--- config.mk ---
export PLATFORM = sky130hd
export DESIGN_NAME = byte_packer
export DESIGN_NICKNAME = d
export VERILOG_FILES = /design/src/rtl/byte_packer_pkg.sv /design/src/rtl/packer_ctl.sv /design/src/rtl/packer_dp.sv /design/src/rtl/byte_packer.sv
export SDC_FILE = /design/constraint.sdc
export NUM_CORES = 2
export LEC_CHECK = 0
export BUFFER_PORTS_ARGS = -buffer_cell sky130_fd_sc_hd__buf_2
export CAP_MARGIN = 15
export CORE_MARGIN = 5
export CORE_UTILIZATION = 40
export CTS_CLUSTER_SIZE = 28
export DETAILED_ROUTE_END_ITERATION = 10
export PLACE_DENSITY = 0.67
export SYNTH_ARGS = -nofsm -noshare
export SYNTH_HDL_FRONTEND = slang
export SYNTH_SLANG_ARGS = --single-unit
--- constraint.sdc ---
create_clock -name clk -period 4.3 [get_ports clk]
set_clock_uncertainty 0.05 [all_clocks]
set_input_delay 0.215 -clock clk [delete_from_list [all_inputs] [get_ports clk]]
set_output_delay 0.215 -clock clk [all_outputs]
set_load 0.02 [all_outputs]
--- src/rtl/byte_packer_pkg.sv ---
package byte_packer_pkg;
  localparam int FINE_W = 2;

  typedef struct packed {
    logic              valid;
    logic              emit;
    logic              tail;
    logic              sop;
    logic              eop;
    logic [FINE_W-1:0] fine;
  } strobe_t;
endpackage

--- src/rtl/packer_ctl.sv ---
module packer_ctl
  import byte_packer_pkg::*;
#(
  parameter int BYTES = 32,
  localparam int CW = $clog2(BYTES)
) (
  input  logic          clk,
  input  logic          rst,
  input  logic          inValid,
  input  logic          inSop,
  input  logic          inEop,
  input  logic [CW-1:0] inCnt,
  output logic [CW-1:0] coarseOff,
  output strobe_t       strb,
  output logic [CW-1:0] cntA,
  output logic [CW-1:0] tailCnt
);
  logic [CW-1:0] resCnt;
  logic          firstPend;
  logic [CW:0]   nBytes;
  logic [CW:0]   total;
  logic          full;
  logic          over;

  assign nBytes    = (inCnt == '0) ? (CW+1)'(BYTES) : {1'b0, inCnt};
  assign total     = {1'b0, resCnt} + nBytes;
  assign full      = total[CW];
  assign over      = total > (CW+1)'(BYTES);
  assign coarseOff = {resCnt[CW-1:FINE_W], {FINE_W{1'b0}}};

  always_ff @(posedge clk) begin
    if (rst) begin
      resCnt    <= '0;
      firstPend <= 1'b0;
      strb      <= '0;
      cntA      <= '0;
      tailCnt   <= '0;
    end else if (inValid) begin
      strb.valid <= 1'b1;
      strb.emit  <= full || inEop;
      strb.tail  <= inEop && over;
      strb.sop   <= firstPend || inSop;
      strb.eop   <= inEop && !over;
      strb.fine  <= resCnt[FINE_W-1:0];
      cntA       <= (inEop && !over) ? total[CW-1:0] : '0;
      tailCnt    <= total[CW-1:0];
      resCnt     <= inEop ? '0 : total[CW-1:0];
      if (full || inEop) firstPend <= 1'b0;
      else if (inSop)    firstPend <= 1'b1;
    end else begin
      strb.valid <= 1'b0;
    end
  end
endmodule

--- src/rtl/packer_dp.sv ---
module packer_dp
  import byte_packer_pkg::*;
#(
  parameter int BYTES = 32,
  localparam int DW = BYTES * 8,
  localparam int CW = $clog2(BYTES)
) (
  input  logic          clk,
  input  logic          rst,
  input  logic [CW-1:0] inCnt,
  input  logic [DW-1:0] inData,
  input  logic [CW-1:0] coarseOff,
  input  strobe_t       strb,
  input  logic [CW-1:0] cntA,
  input  logic [CW-1:0] tailCnt,
  output logic          outValid,
  output logic          outSop,
  output logic          outEop,
  output logic [CW-1:0] outCnt,
  output logic [DW-1:0] outData
);
  logic [CW:0]     nBytes;
  logic [DW-1:0]   masked;
  logic [2*DW-1:0] aWin;
  logic [2*DW-1:0] shifted;
  logic [2*DW-1:0] merged;
  logic [DW-1:0]   resData;
  logic            tailPend;
  logic [CW-1:0]   tailCntQ;

  assign nBytes = (inCnt == '0) ? (CW+1)'(BYTES) : {1'b0, inCnt};

  for (genvar i = 0; i < BYTES; i++) begin : g_mask
    assign masked[DW-1-8*i -: 8] = ((CW+1)'(i) < nBytes) ? inData[DW-1-8*i -: 8] : 8'h00;
  end

  // stage A: coarse shift by whole groups of four bytes
  always_ff @(posedge clk) begin
    if (rst) aWin <= '0;
    else     aWin <= {masked, {DW{1'b0}}} >> {coarseOff, 3'b000};
  end

  // stage B: fine shift, merge with residue, emit
  assign shifted = aWin >> {strb.fine, 3'b000};
  assign merged  = {resData, {DW{1'b0}}} | shifted;

  always_ff @(posedge clk) begin
    if (rst) begin
      outValid <= 1'b0;
      outSop   <= 1'b0;
      outEop   <= 1'b0;
      outCnt   <= '0;
      outData  <= '0;
      resData  <= '0;
      tailPend <= 1'b0;
      tailCntQ <= '0;
    end else if (tailPend) begin
      outValid <= 1'b1;
      outSop   <= 1'b0;
      outEop   <= 1'b1;
      outCnt   <= tailCntQ;
      outData  <= resData;
      resData  <= '0;
      tailPend <= 1'b0;
    end else if (strb.valid && strb.emit) begin
      outValid <= 1'b1;
      outSop   <= strb.sop;
      outEop   <= strb.eop;
      outCnt   <= cntA;
      outData  <= merged[2*DW-1:DW];
      resData  <= strb.eop ? '0 : merged[DW-1:0];
      tailPend <= strb.tail;
      tailCntQ <= tailCnt;
    end else begin
      outValid <= 1'b0;
      outSop   <= 1'b0;
      outEop   <= 1'b0;
      outCnt   <= '0;
      if (strb.valid) resData <= merged[2*DW-1:DW];
    end
  end
endmodule

--- src/rtl/byte_packer.sv ---
module byte_packer
  import byte_packer_pkg::*;
#(
  parameter int BYTES = 32,
  localparam int DW = BYTES * 8,
  localparam int CW = $clog2(BYTES)
) (
  input  logic          clk,
  input  logic          rst,
  input  logic          inValid,
  input  logic          inSop,
  input  logic          inEop,
  input  logic [CW-1:0] inCnt,
  input  logic [DW-1:0] inData,
  output logic          outValid,
  output logic          outSop,
  output logic          outEop,
  output logic [CW-1:0] outCnt,
  output logic [DW-1:0] outData
);
  strobe_t       strb;
  logic [CW-1:0] coarseOff;
  logic [CW-1:0] cntA;
  logic [CW-1:0] tailCnt;

  packer_ctl #(.BYTES(BYTES)) i_ctl (
    .clk(clk), .rst(rst), .inValid(inValid), .inSop(inSop), .inEop(inEop),
    .inCnt(inCnt), .coarseOff(coarseOff), .strb(strb), .cntA(cntA), .tailCnt(tailCnt)
  );

  packer_dp #(.BYTES(BYTES)) i_dp (
    .clk(clk), .rst(rst), .inCnt(inCnt), .inData(inData), .coarseOff(coarseOff),
    .strb(strb), .cntA(cntA), .tailCnt(tailCnt), .outValid(outValid), .outSop(outSop),
    .outEop(outEop), .outCnt(outCnt), .outData(outData)
  );
endmodule

==> impl_metrics.ini <==
[worst_setup_path]
cpPeakStageDelay_ps = 930
end_kind = register
critPathKind = reg2reg
crit_required_ps = 4960
crit_slowest_cell = a21oi_1
critPathMaxFanout = 26
crit_buf_inv = 3
worst_path_most_repeated_cell = dlygate4sd3_1
path_delay_family = buffers and inverters
critPathArrivalTime_ps = 4530
cp-start-kind = register
path_cells = buf_4, or2_2, a21oi_1, a222oi_1, dlygate4sd3_1, o22ai_1, dlygate4sd3_1

[timing]
maxSlewHeadroom_pct = 13.8
post-route-min-period_ps = 3870
tightest_slew_ps = 1280
slew_violations = 0
setup_slack_ps = 430
whs_ps = 55.1
timing.setup.tns_ps = 0
fin_crit_sh_pct = 90.0
rsz0062_at_grt = no
setup_viol = 0
hold_viol = 0
max_freq_ghz = 0.258

[clock_network]
numClockSinks = 1029
clockRootBuffer = clkbuf_16
clkSlewWorstSetupHoldPaths_ps = 70
clock_latency_ps = 790
cts_buffers = 114
cts_htree_levels = 3
cts_tree = done
cts.path.max_buffers = 3

[yosys]
synth_area_per_cell_sq_um = 8.93
synth_warnings = 0
seq_area_frac_synth_pct = 40.1
syn_inst = 5757
synth_cell_types = 72
synth_fp_nets = 6029
netlist_area_sq_um = 51400
ys_ff_latch = 1029
postSynth.asyncResetShare_pct = 0
synth_edf_count = 0
synth_flop_cell = dfxtp_1

[route]
viasPerCell = 6.94
routed_wl_mm = 334
wl_per_cell_um = 40.3
firstDrtPassIters = 7
remaining_drc_errors = 0
drtAntennaViolNets = 0
vias = 57508
dr.first_iter.drc_count = 10325

[layout]
final_cell_mix = nor2_1 (1130), dfxtp_1 (1022), buf_2 (528)
fin_cells = 8286
drive_gt1_share_pct = 22.5
areaGrowthSynthToFinish_pct = 25.1
mostFrequentLayoutCell = nor2_1
finalNetCount = 6770
finalCoreUtilization_pct = 50.4

[placed_design]
place_inst = 7711
dp_hpwl_mm = 258
routabilityCongestion = 1.14
port_buffers = 529
dp_slack_ps = 668

[die]
die_width_um = 368
core_sq_um = 128000
rows = 131
dieArea_sq_um = 136000
ios = 530
initial_core_util_pct = 40.3
die_y_um = 368

[global_routing]
grt_usage_pct = 47.0
antenna_found_initial = 42
grt_max_degree = 153
grt_pass1_vias = 52855
overflow = 0
grt_pass1_wl_mm = 446

[min_path]
hp-class = in2reg

[run_status]
status = complete, no violations

[power_and_ir_drop]
power.density_nw_per_um2 = 400
vdd_drop_max_mv = 0.370
power_leakage_nw = 25.0

[flow_run]
cap_violations = 0
worst reg2reg max path: cells and delay by family (launching register included):
kind | cells | cell delay [ps]
buf+inv | 3 | 1460
simple gates | 1 | 410
flops | 1 | 440
compound gates | 3 | 1440
metal layers:
layer	up-vias	GRT usage, %	wire length (um)
met5	-	0	156
met2	5311	62.3	127000
met3	1069	19.0	51100
met1	28053	60.8	125000
li1	23051	-	-
met4	24	34.9	31100
logic make-up (layout without fill, tap and decap cells):
group                    after synthesis  count (layout)  synth area share (%)
multiplexers                         510             510                  15.4
other                                  0              30                     0
AND/OR/NAND/NOR                     2012            2012                  16.9
adder cells (fa/ha/maj)                6               6                 0.161
flip-flops                          1029            1029                  40.1
AO/OA/AOI/OAI                       1569            1569                  22.5
buffers and inverters                625            1462                  4.77
XOR/XNOR                               6               6                 0.102
layout make-up:
cell class | instances | area, sq um
Fill cell | 11954 | 63400
Antenna cell | 30 | 75.1
Clock buffer | 151 | 3230
Multi-Input combinational cell | 4103 | 28500
Inverter | 78 | 293
Tap cell | 1662 | 2080
Sequential cell | 1029 | 20600
Timing Repair Buffer | 1172 | 8640
Clock inverter | 61 | 891
per-stage QoR:
step | total power, mW | cell area [sq um]
2_1_floorplan | 12.4 | 51400
3_3_place_gp | 14.4 | 56800
3_5_place_dp | 14.4 | 56800
4_1_cts | 25.4 | 64200
5_1_grt | 26.1 | 64200
6_report | 25.7 | 64300
cells in the mapped netlist (all sizes together), types with 111 or more instances:
library cell / count / area (sq um)
nor3: 334 / 1670
o21ai: 240 / 1210
dfxtp: 1029 / 20600
nor2: 1143 / 4300
mux4: 209 / 4710
mux2i: 132 / 1320
nand2: 240 / 901
mux2: 169 / 1900
a211oi: 244 / 1840
clkbuf: 441 / 1660
a221oi: 195 / 1710
and2: 111 / 694
a21oi: 201 / 1010
report_power, final:
group | switching (mW) | leakage (nW) | internal (mW) | total [mW]
clock | 4.63 | 2.00 | 6.29 | 10.9
sequential | 0.728 | 8.38 | 9.97 | 10.7
combinational | 2.68 | 14.6 | 1.43 | 4.11
total | 8.04 | 25.0 | 17.7 | 25.7
state kept, by name, summed over array words and instances (netlist names):
signal,flops
i_dp.outCnt,5
i_ctl.cntA,5
i_dp.tailPend,1
i_dp.tailCntQ,5
i_dp.outValid,1
i_dp.aWin,480
i_ctl.resCnt,5
i_dp.resData,256
i_ctl.strb,7
i_dp.outEop,1
i_dp.outData,256
i_ctl.tailCnt,5
i_dp.outSop,1
i_ctl.firstPend,1
final timing paths:
check                         from              to  slack [ps]  cells after the start
hold reg to reg   i_dp.tailCntQ[3]  i_dp.outCnt[3]         400                      2
setup / recovery   i_ctl.resCnt[2]  i_dp.aWin[313]         430                      7
hold / removal          inData[34]   i_dp.aWin[66]          60                      3
setup reg to reg   i_ctl.resCnt[2]  i_dp.aWin[313]         430                      7
repair_timing:
action,CTS,global route
gates resized for setup,0,0
hold buffers,332,0
endpoints found under the hold margin,398,0
buffers inserted,0,0
(Power assumes the default switching activity.)
